===== src/rtl/stsrx_pkg.sv =====
package stsrx_pkg;

  localparam logic [7:0] A1_BYTE = 8'hF6;
  localparam logic [7:0] A2_BYTE = 8'h28;

  typedef enum logic [1:0] {
    ST_HUNT    = 2'd0,
    ST_PRESYNC = 2'd1,
    ST_SYNC    = 2'd2
  } align_state_t;

  // Eight sequence bits, MSB first, from the x^7+x^6+1 generator
  function automatic logic [7:0] scr_byte(input logic [6:0] seed);
    logic [6:0] s;
    logic [7:0] r;
    s = seed;
    for (int i = 7; i >= 0; i--) begin
      r[i] = s[6];
      s = {s[5:0], s[6] ^ s[5]};
    end
    return r;
  endfunction

  // Generator state after eight steps
  function automatic logic [6:0] scr_next(input logic [6:0] seed);
    logic [6:0] s;
    s = seed;
    for (int i = 0; i < 8; i++) begin
      s = {s[5:0], s[6] ^ s[5]};
    end
    return s;
  endfunction

  function automatic logic [3:0] pop8(input logic [7:0] v);
    logic [3:0] n;
    n = 4'd0;
    for (int i = 0; i < 8; i++) begin
      n = n + {3'd0, v[i]};
    end
    return n;
  endfunction

endpackage


===== src/rtl/stsrx_align.sv =====
module stsrx_align
  import stsrx_pkg::*;
#(
  parameter int STS_N      = 48,
  parameter int BAD_LIMIT  = 4,
  parameter int LOF_FRAMES = 24,
  parameter int COL_W      = 13
) (
  input  logic             clk,
  input  logic             rst,
  input  logic [7:0]       rx_byte,
  output logic [7:0]       byte_q,
  output logic [3:0]       row_q,
  output logic [COL_W-1:0] col_q,
  output logic             hunting,
  output logic             oof,
  output logic             lof
);

  localparam int COLS      = 90 * STS_N;
  localparam int LOF_LIMIT = LOF_FRAMES * 9 * COLS;
  localparam int LOF_W     = $clog2(LOF_LIMIT + 1);
  localparam int BAD_W     = $clog2(BAD_LIMIT + 1);
  localparam logic [COL_W-1:0] LAST_COL   = COL_W'(COLS - 1);
  localparam logic [COL_W-1:0] A2_COL     = COL_W'(STS_N);
  localparam logic [COL_W-1:0] RESUME_COL = COL_W'(STS_N + 1);

  align_state_t     state_q;
  logic [7:0]       prev_q;
  logic [BAD_W-1:0] bad_q;
  logic [LOF_W-1:0] lof_cnt_q;
  logic             pat_ok;
  logic             at_a2;

  assign pat_ok  = (prev_q == A1_BYTE) && (byte_q == A2_BYTE);
  assign at_a2   = (row_q == 4'd0) && (col_q == A2_COL);
  assign hunting = (state_q == ST_HUNT);
  assign oof     = (state_q != ST_SYNC);

  always_ff @(posedge clk) begin
    if (rst) begin
      byte_q <= '0;
      prev_q <= '0;
    end else begin
      byte_q <= rx_byte;
      prev_q <= byte_q;
    end
  end

  // Position of the byte held in byte_q
  always_ff @(posedge clk) begin
    if (rst) begin
      row_q <= '0;
      col_q <= '0;
    end else if (hunting && pat_ok) begin
      row_q <= 4'd0;
      col_q <= RESUME_COL;
    end else if (col_q == LAST_COL) begin
      col_q <= '0;
      row_q <= (row_q == 4'd8) ? 4'd0 : row_q + 4'd1;
    end else begin
      col_q <= col_q + COL_W'(1);
    end
  end

  always_ff @(posedge clk) begin
    if (rst) begin
      state_q <= ST_HUNT;
      bad_q   <= '0;
    end else begin
      case (state_q)
        ST_HUNT: begin
          if (pat_ok) begin
            state_q <= ST_PRESYNC;
            bad_q   <= '0;
          end
        end
        ST_PRESYNC: begin
          if (at_a2) state_q <= pat_ok ? ST_SYNC : ST_HUNT;
        end
        ST_SYNC: begin
          if (at_a2) begin
            if (pat_ok) begin
              bad_q <= '0;
            end else if (bad_q == BAD_W'(BAD_LIMIT - 1)) begin
              state_q <= ST_HUNT;
              bad_q   <= '0;
            end else begin
              bad_q <= bad_q + BAD_W'(1);
            end
          end
        end
        default: state_q <= ST_HUNT;
      endcase
    end
  end

  // Integrate disagreement between oof and lof over a fixed byte window
  always_ff @(posedge clk) begin
    if (rst) begin
      lof       <= 1'b0;
      lof_cnt_q <= '0;
    end else if (oof != lof) begin
      if (lof_cnt_q == LOF_W'(LOF_LIMIT - 1)) begin
        lof       <= ~lof;
        lof_cnt_q <= '0;
      end else begin
        lof_cnt_q <= lof_cnt_q + LOF_W'(1);
      end
    end else begin
      lof_cnt_q <= '0;
    end
  end

  AST_LOF_RISES_IN_OOF: assert property (@(posedge clk) disable iff (rst)
    $rose(lof) |-> $past(oof));
  AST_LOF_FALLS_IN_FRAME: assert property (@(posedge clk) disable iff (rst)
    $fell(lof) |-> !$past(oof));
  AST_SYNC_VIA_PRESYNC: assert property (@(posedge clk) disable iff (rst)
    $fell(oof) |-> $past(state_q == ST_PRESYNC));
  AST_POS_IN_FRAME: assert property (@(posedge clk) disable iff (rst)
    (row_q < 4'd9) && (col_q <= LAST_COL));

endmodule


===== src/rtl/stsrx_descram.sv =====
module stsrx_descram
  import stsrx_pkg::*;
#(
  parameter int STS_N = 48,
  parameter int COL_W = 13
) (
  input  logic             clk,
  input  logic             rst,
  input  logic             enable,
  input  logic [7:0]       byte_i,
  input  logic [3:0]       row_i,
  input  logic [COL_W-1:0] col_i,
  output logic [7:0]       byte_o
);

  localparam logic [COL_W-1:0] SEED_COL = COL_W'(3 * STS_N - 1);
  localparam logic [COL_W-1:0] OH_COLS  = COL_W'(3 * STS_N);

  logic [6:0] lfsr_q;
  logic       bypass;

  always_ff @(posedge clk) begin
    if (rst) begin
      lfsr_q <= 7'h7F;
    end else if ((row_i == 4'd0) && (col_i == SEED_COL)) begin
      lfsr_q <= 7'h7F;
    end else begin
      lfsr_q <= scr_next(lfsr_q);
    end
  end

  assign bypass = (row_i == 4'd0) && (col_i < OH_COLS);
  assign byte_o = (enable && !bypass) ? (byte_i ^ scr_byte(lfsr_q)) : byte_i;

endmodule


===== src/rtl/stsrx_bip.sv =====
module stsrx_bip
  import stsrx_pkg::*;
#(
  parameter int STS_N = 48,
  parameter int COL_W = 13,
  parameter int CNT_W = 16
) (
  input  logic             clk,
  input  logic             rst,
  input  logic             enable,
  input  logic             tracking,
  input  logic [7:0]       raw_i,
  input  logic [7:0]       desc_i,
  input  logic [3:0]       row_i,
  input  logic [COL_W-1:0] col_i,
  output logic [CNT_W-1:0] err_cnt
);

  localparam logic [COL_W-1:0] LAST_COL = COL_W'(90 * STS_N - 1);

  logic [7:0]     acc_q;
  logic [7:0]     bip_prev_q;
  logic           full_q;
  logic           valid_q;
  logic           frame_end;
  logic           at_b1;
  logic [CNT_W:0] sum;

  assign frame_end = (row_i == 4'd8) && (col_i == LAST_COL);
  assign at_b1     = (row_i == 4'd1) && (col_i == '0);
  assign sum       = {1'b0, err_cnt} + (CNT_W + 1)'(pop8(desc_i ^ bip_prev_q));

  always_ff @(posedge clk) begin
    if (rst) begin
      acc_q      <= '0;
      bip_prev_q <= '0;
      full_q     <= 1'b0;
      valid_q    <= 1'b0;
    end else begin
      if (frame_end) begin
        acc_q      <= '0;
        bip_prev_q <= acc_q ^ raw_i;
        valid_q    <= full_q;
      end else begin
        acc_q <= acc_q ^ raw_i;
      end
      if (!tracking) begin
        full_q  <= 1'b0;
        valid_q <= 1'b0;
      end else if ((row_i == 4'd0) && (col_i == '0)) begin
        full_q <= 1'b1;
      end
    end
  end

  always_ff @(posedge clk) begin
    if (rst) begin
      err_cnt <= '0;
    end else if (enable && valid_q && tracking && at_b1) begin
      err_cnt <= sum[CNT_W] ? '1 : sum[CNT_W-1:0];
    end
  end

  AST_COUNT_NEVER_DROPS: assert property (@(posedge clk) disable iff (rst)
    !rst |=> (err_cnt >= $past(err_cnt)));
  AST_COUNT_ONLY_AT_B1: assert property (@(posedge clk) disable iff (rst)
    !(at_b1 && enable) |=> $stable(err_cnt));

endmodule


===== src/rtl/sts_rx_framer.sv =====
module sts_rx_framer
  import stsrx_pkg::*;
#(
  parameter int STS_N      = 48,
  parameter int LOF_FRAMES = 24,
  parameter int BAD_LIMIT  = 4,
  parameter int CNT_W      = 16
) (
  input  logic             clk,
  input  logic             rst,
  input  logic [7:0]       rx_data,
  input  logic             cfg_descram_en,
  input  logic             cfg_b1_en,
  input  logic             cfg_ais_en,
  input  logic [7:0]       cfg_link_id,
  output logic [7:0]       out_data,
  output logic             out_frame,
  output logic             out_spe,
  output logic             oof,
  output logic             lof,
  output logic             link_mismatch,
  output logic [CNT_W-1:0] b1_err_count
);

  localparam int COL_W = $clog2(90 * STS_N);
  localparam logic [COL_W-1:0] LINK_COL = COL_W'(2 * STS_N);
  localparam logic [COL_W-1:0] SPE_COL  = COL_W'(3 * STS_N);

  logic [7:0]       byte_q;
  logic [7:0]       desc_byte;
  logic [3:0]       row_q;
  logic [COL_W-1:0] col_q;
  logic             hunting;

  stsrx_align #(
    .STS_N(STS_N), .BAD_LIMIT(BAD_LIMIT), .LOF_FRAMES(LOF_FRAMES), .COL_W(COL_W)
  ) align_i (
    .clk(clk), .rst(rst), .rx_byte(rx_data), .byte_q(byte_q),
    .row_q(row_q), .col_q(col_q), .hunting(hunting), .oof(oof), .lof(lof)
  );

  stsrx_descram #(.STS_N(STS_N), .COL_W(COL_W)) descram_i (
    .clk(clk), .rst(rst), .enable(cfg_descram_en), .byte_i(byte_q),
    .row_i(row_q), .col_i(col_q), .byte_o(desc_byte)
  );

  stsrx_bip #(.STS_N(STS_N), .COL_W(COL_W), .CNT_W(CNT_W)) bip_i (
    .clk(clk), .rst(rst), .enable(cfg_b1_en), .tracking(!hunting),
    .raw_i(byte_q), .desc_i(desc_byte), .row_i(row_q), .col_i(col_q),
    .err_cnt(b1_err_count)
  );

  always_ff @(posedge clk) begin
    if (rst) begin
      out_data  <= '0;
      out_frame <= 1'b0;
      out_spe   <= 1'b0;
    end else begin
      out_data  <= (cfg_ais_en && lof) ? 8'hFF : desc_byte;
      out_frame <= !hunting && (row_q == 4'd0) && (col_q == '0);
      out_spe   <= !hunting && (col_q >= SPE_COL);
    end
  end

  always_ff @(posedge clk) begin
    if (rst) begin
      link_mismatch <= 1'b0;
    end else if (oof) begin
      link_mismatch <= 1'b0;
    end else if ((row_q == 4'd0) && (col_q == LINK_COL)) begin
      link_mismatch <= (byte_q != cfg_link_id);
    end
  end

  AST_AIS_ALL_ONES: assert property (@(posedge clk) disable iff (rst)
    (cfg_ais_en && lof) |=> (out_data == 8'hFF));
  AST_NO_SPE_ON_PULSE: assert property (@(posedge clk) disable iff (rst)
    out_frame |-> !out_spe);
  AST_PULSE_ONE_CYCLE: assert property (@(posedge clk) disable iff (rst)
    out_frame |=> !out_frame);
  AST_LINK_QUIET_IN_OOF: assert property (@(posedge clk) disable iff (rst)
    $past(oof) |-> !link_mismatch);

endmodule


===== config.mk =====
export PLATFORM = sky130hd
export DESIGN_NAME = sts_rx_framer
export DESIGN_NICKNAME = d
export VERILOG_FILES = /design/src/rtl/stsrx_pkg.sv /design/src/rtl/stsrx_align.sv /design/src/rtl/stsrx_descram.sv /design/src/rtl/stsrx_bip.sv /design/src/rtl/sts_rx_framer.sv
export SDC_FILE = /design/constraint.sdc
export NUM_CORES = 1
export LEC_CHECK = 0
export ABC_AREA = 1
export CELL_PAD_IN_SITES_DETAIL_PLACEMENT = 2
export CELL_PAD_IN_SITES_GLOBAL_PLACEMENT = 2
export CORE_AREA = 2 2 167 120
export DETAILED_ROUTE_END_ITERATION = 8
export DIE_AREA = 0 0 169 122
export MAX_ROUTING_LAYER = met4
export PLACE_DENSITY = 0.75
export SLEW_MARGIN = 20
export SYNTH_ARGS = -nofsm -noshare
export SYNTH_HDL_FRONTEND = slang
export SYNTH_SLANG_ARGS = --single-unit

===== constraint.sdc =====
create_clock -name clk -period 4.79 [get_ports clk]
set_input_delay 0.958 -clock clk [delete_from_list [all_inputs] [get_ports clk]]
set_output_delay 0.958 -clock clk [all_outputs]
set_load 0.05 [all_outputs]

# After elaboration in Yosys (flattened, before gate mapping)
# Index checks and enable logic that the tools add are counted.
# totals
memories,0
elab_cells,117
mem_bits_ro,0
ram_bits,0
in_bits,21
out_inout_bits,29
reg_bits,111
latch_bits,0
# classes
n_eq_ne,20
shifts,0
add_sub_neg,12
div,0
n_bitwise,13
mux,18
multipliers,0
n_reduce_logical,33
n_lt_le_gt_ge,2
# ops
operator,n
4-bit by 1-bit adder with 4-bit output,6
8-bit XOR,3
"20-bit by 1-bit adder with 20-bit output, second input constant",1
"20-bit == test, second input constant",1
16-bit by 4-bit adder with 17-bit output,1
1-bit logical AND,17
16-bit 2-to-1 mux,1
8-bit 2-to-1 mux,2
"13-bit by 1-bit adder with 13-bit output, second input constant",1
"13-bit == test, second input constant",1
"13-bit by 6-bit == test with 1-bit output, second input constant",1
"13-bit by 7-bit == test with 1-bit output, second input constant",1
"13-bit by 8-bit == test with 1-bit output, second input constant",1
"13-bit by 8-bit >= comparator with 1-bit output, second input constant",1
13-bit zero test,1
"13-bit by 8-bit < comparator with 1-bit output, second input constant",1
2-bit 2-to-1 mux,6
3-bit 2-to-1 mux,4
6-bit 2-to-1 mux,2
2-bit OR reduction,5
"8-bit by 6-bit == test with 1-bit output, second input constant",1
"8-bit == test, second input constant",1
8-bit inequality test,1
1-bit XOR,8
23 further kinds,30

# Depth between registers and ports, before layout
# logic_depth
ltp_word,15
ltp_mapped,30
mapped_depth_nobuf,29

# By module
# From an unflattened synthesis, not the netlist that was laid out.
# hier_totals
hier_cells,885
area_unflattened_um2,6133.4
# by_module_without_submodules
mod,seq_area_each_um2,cells_per_inst,area_per_inst_um2,n_inst
stsrx_align,1181.1,400,2793.9,1
stsrx_bip,680.7,323,2194.6,1
stsrx_descram,140.1,84,591.8,1
sts_rx_framer,220.2,78,553.0,1

# Least setup slack after synthesis
# OpenSTA, ideal clock, no wires.
# synth_timing
path_type,input port to flip-flop
from,in cfg_descram_en
to,reg bip_i.err_cnt[12]
slack_ps,-298
cell_stages,21
path_buffers,1
setup_time_ps,117
t_arrival_ps,4971
required_time_ps,4673
cell_sequence,nand2_4 buf_8 nand2_1 o21ai_2 inv_2 nand2_1 nand2_1 ha_1 fa_1 inv_1 fa_1 fa_1 fa_1 fa_1 nand3b_1 nand2_1 nand2_1 nor2_4 nand3_1 nor3_1 nor2_1
# synth_via
elab_chain_cells,12
# synth_rtl
item,line_no,source
from (decl),sts_rx_framer.sv:12,"input logic cfg_descram_en,"
1-bit logical AND *,stsrx_descram.sv:33,assign byte_o = (enable && !bypass) ? (byte_i ^ scr_byte(lfsr_q)) : byte_i;
8-bit 2-to-1 mux *,stsrx_descram.sv:33,
8-bit XOR *,stsrx_bip.sv:31,"assign sum = {1'b0, err_cnt} + (CNT_W + 1)'(pop8(desc_i ^ bip_prev_q));"
1-bit by 1-bit adder with 2-bit output,stsrx_pkg.sv:38,"n = n + {3'd0, v[i]};"
4-bit by 1-bit adder with 4-bit output (5 in series),stsrx_pkg.sv:38,
4-bit by 1-bit adder with 4-bit output *,stsrx_pkg.sv:38,
16-bit by 4-bit adder with 17-bit output *,stsrx_bip.sv:31,
16-bit 2-to-1 mux *,stsrx_bip.sv:60,err_cnt <= sum[CNT_W] ? '1 : sum[CNT_W-1:0];
to (signal assigned),stsrx_bip.sv:60,
to (decl),stsrx_bip.sv:16,output logic [CNT_W-1:0] err_cnt
# Every way passes the cells marked *; elsewhere a longest branch is shown, timed or not.
# A chain may end at the register's enable or synchronous reset.

# Final worst setup path
# layout_timing
from,reg align_i.row_q[1]
to,reg bip_i.err_cnt[14]
# layout_via
elab_chain_cells,15
elab_cells_between_ends,18
cone_classes,8 x add/sub; 1 x eq/ne; 2 x mux; 1 x bitwise; 6 x reduce/logical
# layout_rtl
item,line_no,source
from (decl),stsrx_align.sv:13,"output logic [3:0] row_q,"
from (signal assigned),stsrx_align.sv:60,row_q <= (row_q == 4'd8) ? 4'd0 : row_q + 4'd1;
4-bit zero test,stsrx_descram.sv:32,assign bypass = (row_i == 4'd0) && (col_i < OH_COLS);
1-bit logical AND,stsrx_descram.sv:32,
1-bit zero test,stsrx_descram.sv:33,
1-bit logical AND,stsrx_descram.sv:33,
8-bit 2-to-1 mux,stsrx_descram.sv:33,
8-bit XOR,stsrx_bip.sv:31,
1-bit by 1-bit adder with 2-bit output,stsrx_pkg.sv:38,
4-bit by 1-bit adder with 4-bit output (6 in series),stsrx_pkg.sv:38,
16-bit by 4-bit adder with 17-bit output,stsrx_bip.sv:31,
16-bit 2-to-1 mux,stsrx_bip.sv:60,
# Several ways; a longest one is shown, not always the timed one.

==> impl_summary.log <==
[metrics] floorplan core area: about 19000 um^2
[metrics] share of power burned in registers: 0.456
[metrics] Multi-input gate area: 3162 um^2
[metrics] grt ovf: 0
[metrics] power per cell area: slightly above 300 nW/um^2
[metrics] element type at the critical path start: flop
[metrics] top-area cell type share of the netlist area: 0.3945
[metrics] share of power burned in the clock network: 0.342
[metrics] final weighted congestion in routability-driven placement: 0.8222
[metrics] fraction of layout instances using a drive strength above 1: 0.2087
[metrics] routed wire length per instance: 17.51 um
[metrics] Synth Instances: 769
[metrics] number of flip-flops and latches in the synthesized netlist: 111
[metrics] RSZ-0062 raised after global routing: true
[metrics] transition time of the tightest slew-check pin: 0.5746 ns
[metrics] worst-case hold slack: about 0.47 ns
[metrics] CTS H-tree lvls: 3
[metrics] hold-fix buffer count after cts: 0
[metrics] number of ports placed on the die boundary: 50
[metrics] sequential element share of the synthesized area: 0.3945
[metrics] Final setup violation count: 6
[metrics] count of antenna diodes in the layout: 0
[metrics] clock sinks: around 110
[metrics] clock skew after layout: 0.01138 ns
[metrics] top flip-flop cell by instance count after synthesis: sky130_fd_sc_hd__dfxtp_1
[metrics] per-instance average area after synthesis: 7.325 um^2
[metrics] fraction of registers with async set or reset after synthesis: 0
[metrics] clock root buffer: sky130_fd_sc_hd__clkbuf_16
[metrics] count of nets left with antenna violations after detail routing: 0
[metrics] HP Start: align_i.lof_cnt_q[0]
[metrics] final worst path period share: 1.017
[metrics] first-pass GRT wire length: 31230 um
[metrics] internal power summed over all cells: 1.561 mW
[metrics] clock buffer count from CTS: 9
[metrics] Slowest cell on crit path: sky130_fd_sc_hd__fa_1
[metrics] top area cells in the synthesized netlist: sky130_fd_sc_hd__dfxtp_1 39%, sky130_fd_sc_hd__nand2_1 10%, sky130_fd_sc_hd__inv_1 7.3%
[metrics] synthesis-to-finish area growth: 30.92%
[metrics] antenna violations before repair: 0
[metrics] leading cell type in the layout, fill and taps excluded: sky130_fd_sc_hd__nand2_1
[metrics] final HPWL from detailed placement: 13720 um
[metrics] average via count per standard cell: 4.824
[metrics] total count of max-transition violations in the final report: 0
[metrics] Critical Path AT: slightly above 5 ns
[metrics] worst IR drop on VDD: 0.1940 mV
[metrics] final standard cell utilization of the core: 0.3829
[metrics] category of the worst setup path capture point: flop
[metrics] detailed-route DRC error count: 0
[metrics] die area: 20620 um^2
[metrics] clock latency on the worst-skew pair: 0.37 ns
[metrics] failing checks: setup timing
[metrics] final setup slack of the worst path: -0.08069 ns
[metrics] Iter 0 DRT Violations: ~170
[metrics] Hold Vio Cnt, Final: 0
[metrics] Synth warnings: 0
[metrics] DRT Pass-1 Iters: 4
[metrics] number of max-cap violations: 0
[metrics] Placement Rows: 43
[metrics] DR vias: 5398
[metrics] Sw Share: 0.3202
[metrics] worst relative slew slack: 0.6134
[metrics] largest fanout on the critical path: 5
[metrics] most area-hungry cell type in the Yosys netlist: sky130_fd_sc_hd__dfxtp_1
[metrics] filler cell count: 2247
[metrics] slowest stage delay, CP: 0.50 ns
[metrics] Critical R2R Launch: align_i.row_q[1]
[metrics] minimum clock period: 4.871 ns
[metrics] maximum buffer depth of the clock tree: 2
[metrics] nets@finish: around 910
[metrics] type of the tightest min-delay check: reg -> reg
[metrics] clock slew seen by the registers of the worst setup and hold paths: 0.08 ns
[metrics] status: finished with violations
[metrics] combinational power share: 0.202
[metrics] initial core utilization: 0.2925
[metrics] startpoint of the most critical setup path: align_i.row_q[1]
[metrics] die height: around 120 um
[metrics] Worst Path Class, Setup: reg -> reg
[metrics] EDFF count, synth: 0
[metrics] Syn Std Cell Area: 5633 um^2
[metrics] required time of the worst setup path: 5.09 ns
[metrics] Synth cell types: 40
[metrics] Fmax: 0.2053 GHz
[metrics] Total Routing Usage GR: 0.1994
[metrics] leading cell types in the layout, fill and taps excluded: 134 x sky130_fd_sc_hd__nand2_1, 104 x sky130_fd_sc_hd__inv_1, 104 x sky130_fd_sc_hd__dfxtp_1, 81 x sky130_fd_sc_hd__nor2_1, 54 x sky130_fd_sc_hd__buf_4
[metrics] maximum number of pins on one net before global-route repair: 41
[metrics] net switching power figure: 0.7351 mW
[metrics] via count of the first global-routing pass: approximately 6000
[metrics] leakage power figure: 3.099 nW
[metrics] horizontal extent of the die: ~170 um
[metrics] quantity of I/O buffers inserted on ports: 49
[metrics] clock tree from TritonCTS: yes
[metrics] final wirelength: just under 20000 um
[metrics] post-synth net total: around 810
[metrics] footprint of the flip-flops and latches: about 2200 um^2
## stage by stage
step,instances,TNS (ns),instance area (um^2),setup WS [ns],power (mW)
CTS,1111,-0.3453,7178,-0.05055,2.316
global route,1119,-3.701,7375,-0.2995,2.423
detailed placement,1077,-12.49,6598,-0.8916,1.510
floorplan,769,0,5673,0.02588,1.362
finish,1119,-0.2192,7375,-0.08069,2.296
global placement,1077,-10.39,6598,-0.6975,1.477
## worst max-delay path: cells and delay by family, from the launching register on
| family | cells | cell delay, ns |
|---|---|---|
| adders and majority gates | 7 | 2.62 |
| buffers and inverters | 6 | 0.41 |
| and+or+nand+nor | 12 | 1.23 |
| DFF | 1 | 0.33 |
| AOI/OAI and AO/OA | 2 | 0.21 |
## flip-flops by register name, summed over array words and instances, names as in the netlist, 7 cells and up
signal,cells
bip_i.bip_prev_q,8
out_data,8
descram_i.lfsr_q,7
align_i.prev_q,8
align_i.col_q,13
align_i.byte_q,8
bip_i.err_cnt,16
bip_i.acc_q,8
align_i.lof_cnt_q,20
## worst paths after layout
path / to / slack (ns) / cells past startpoint
setup / recovery: bip_i.err_cnt[14] / -0.08 / 27
hold / removal: align_i.lof_cnt_q[0] / 0.47 / 1
setup reg to reg: bip_i.err_cnt[14] / -0.08 / 27
hold reg to reg: align_i.lof_cnt_q[0] / 0.47 / 1
## Yosys cell counts, types with 4 or more instances
| master | instances |
|---|---|
| sky130_fd_sc_hd__nand2_1 | 150 |
| sky130_fd_sc_hd__dfxtp_1 | 111 |
| sky130_fd_sc_hd__inv_1 | 110 |
| sky130_fd_sc_hd__nor2_1 | 87 |
| sky130_fd_sc_hd__a21oi_1 | 48 |
| sky130_fd_sc_hd__nand3_1 | 47 |
| sky130_fd_sc_hd__o21ai_0 | 27 |
| sky130_fd_sc_hd__xnor2_1 | 27 |
| sky130_fd_sc_hd__nor3_1 | 19 |
| sky130_fd_sc_hd__xor2_1 | 18 |
| sky130_fd_sc_hd__ha_1 | 14 |
| sky130_fd_sc_hd__clkbuf_1 | 12 |
| sky130_fd_sc_hd__a31oi_1 | 11 |
| sky130_fd_sc_hd__inv_2 | 11 |
| sky130_fd_sc_hd__nand4_1 | 11 |
| sky130_fd_sc_hd__o21ai_2 | 8 |
| sky130_fd_sc_hd__or2_2 | 7 |
| sky130_fd_sc_hd__fa_1 | 5 |
| sky130_fd_sc_hd__nand3b_1 | 5 |
| sky130_fd_sc_hd__nor2_2 | 5 |
| sky130_fd_sc_hd__nand2_2 | 4 |
| sky130_fd_sc_hd__nor4_1 | 4 |
## metal layers
layer  track usage  vias to the layer above  wire, um  share of wire
met3       0.03216                       25       431          0.022
li1              -                     2617         -              -
met2        0.3409                       65      9626           0.49
met1        0.2457                     2691      9210           0.47
met5             -                        -         0              0
met4       0.05556                        0       324          0.017
## power groups by stage
stage | clock network [mW] | registers [mW] | logic, mW
after global routing | 0.846 | 1.05 | 0.523
after detailed placement | 0 | 1.07 | 0.442
final | 0.786 | 1.05 | 0.464
after global placement | 0 | 1.06 | 0.416
after CTS | 0.808 | 1.05 | 0.460
after floorplan | 0 | 1.06 | 0.304
## kinds of logic after synthesis
| logic type | share of synthesized area |
|---|---|
| simple gates | 0.2899 |
| flops | 0.3945 |
| buf+inv | 0.09840 |
| fa+ha+maj | 0.04887 |
| xor+xnor | 0.06997 |
| compound gates | 0.09840 |
## area by class of cell
type / instances / share of cell area
multi-input combinational: 518 / 0.4287
sequential: 111 / 0.3029
timing repair buffer: 104 / 0.1223
inverter: 123 / 0.06328
tap: 247 / 0.04191
clock buffer: 11 / 0.03427
clock inverter: 5 / 0.006617
## timing repair
action | CTS | global route
buffers inserted | 18 | 8
gates resized for setup | 46 | 34
setup endpoints to repair | 16 | 16
pin swaps | 20 | 23
Power figures use the tool's default switching activity.
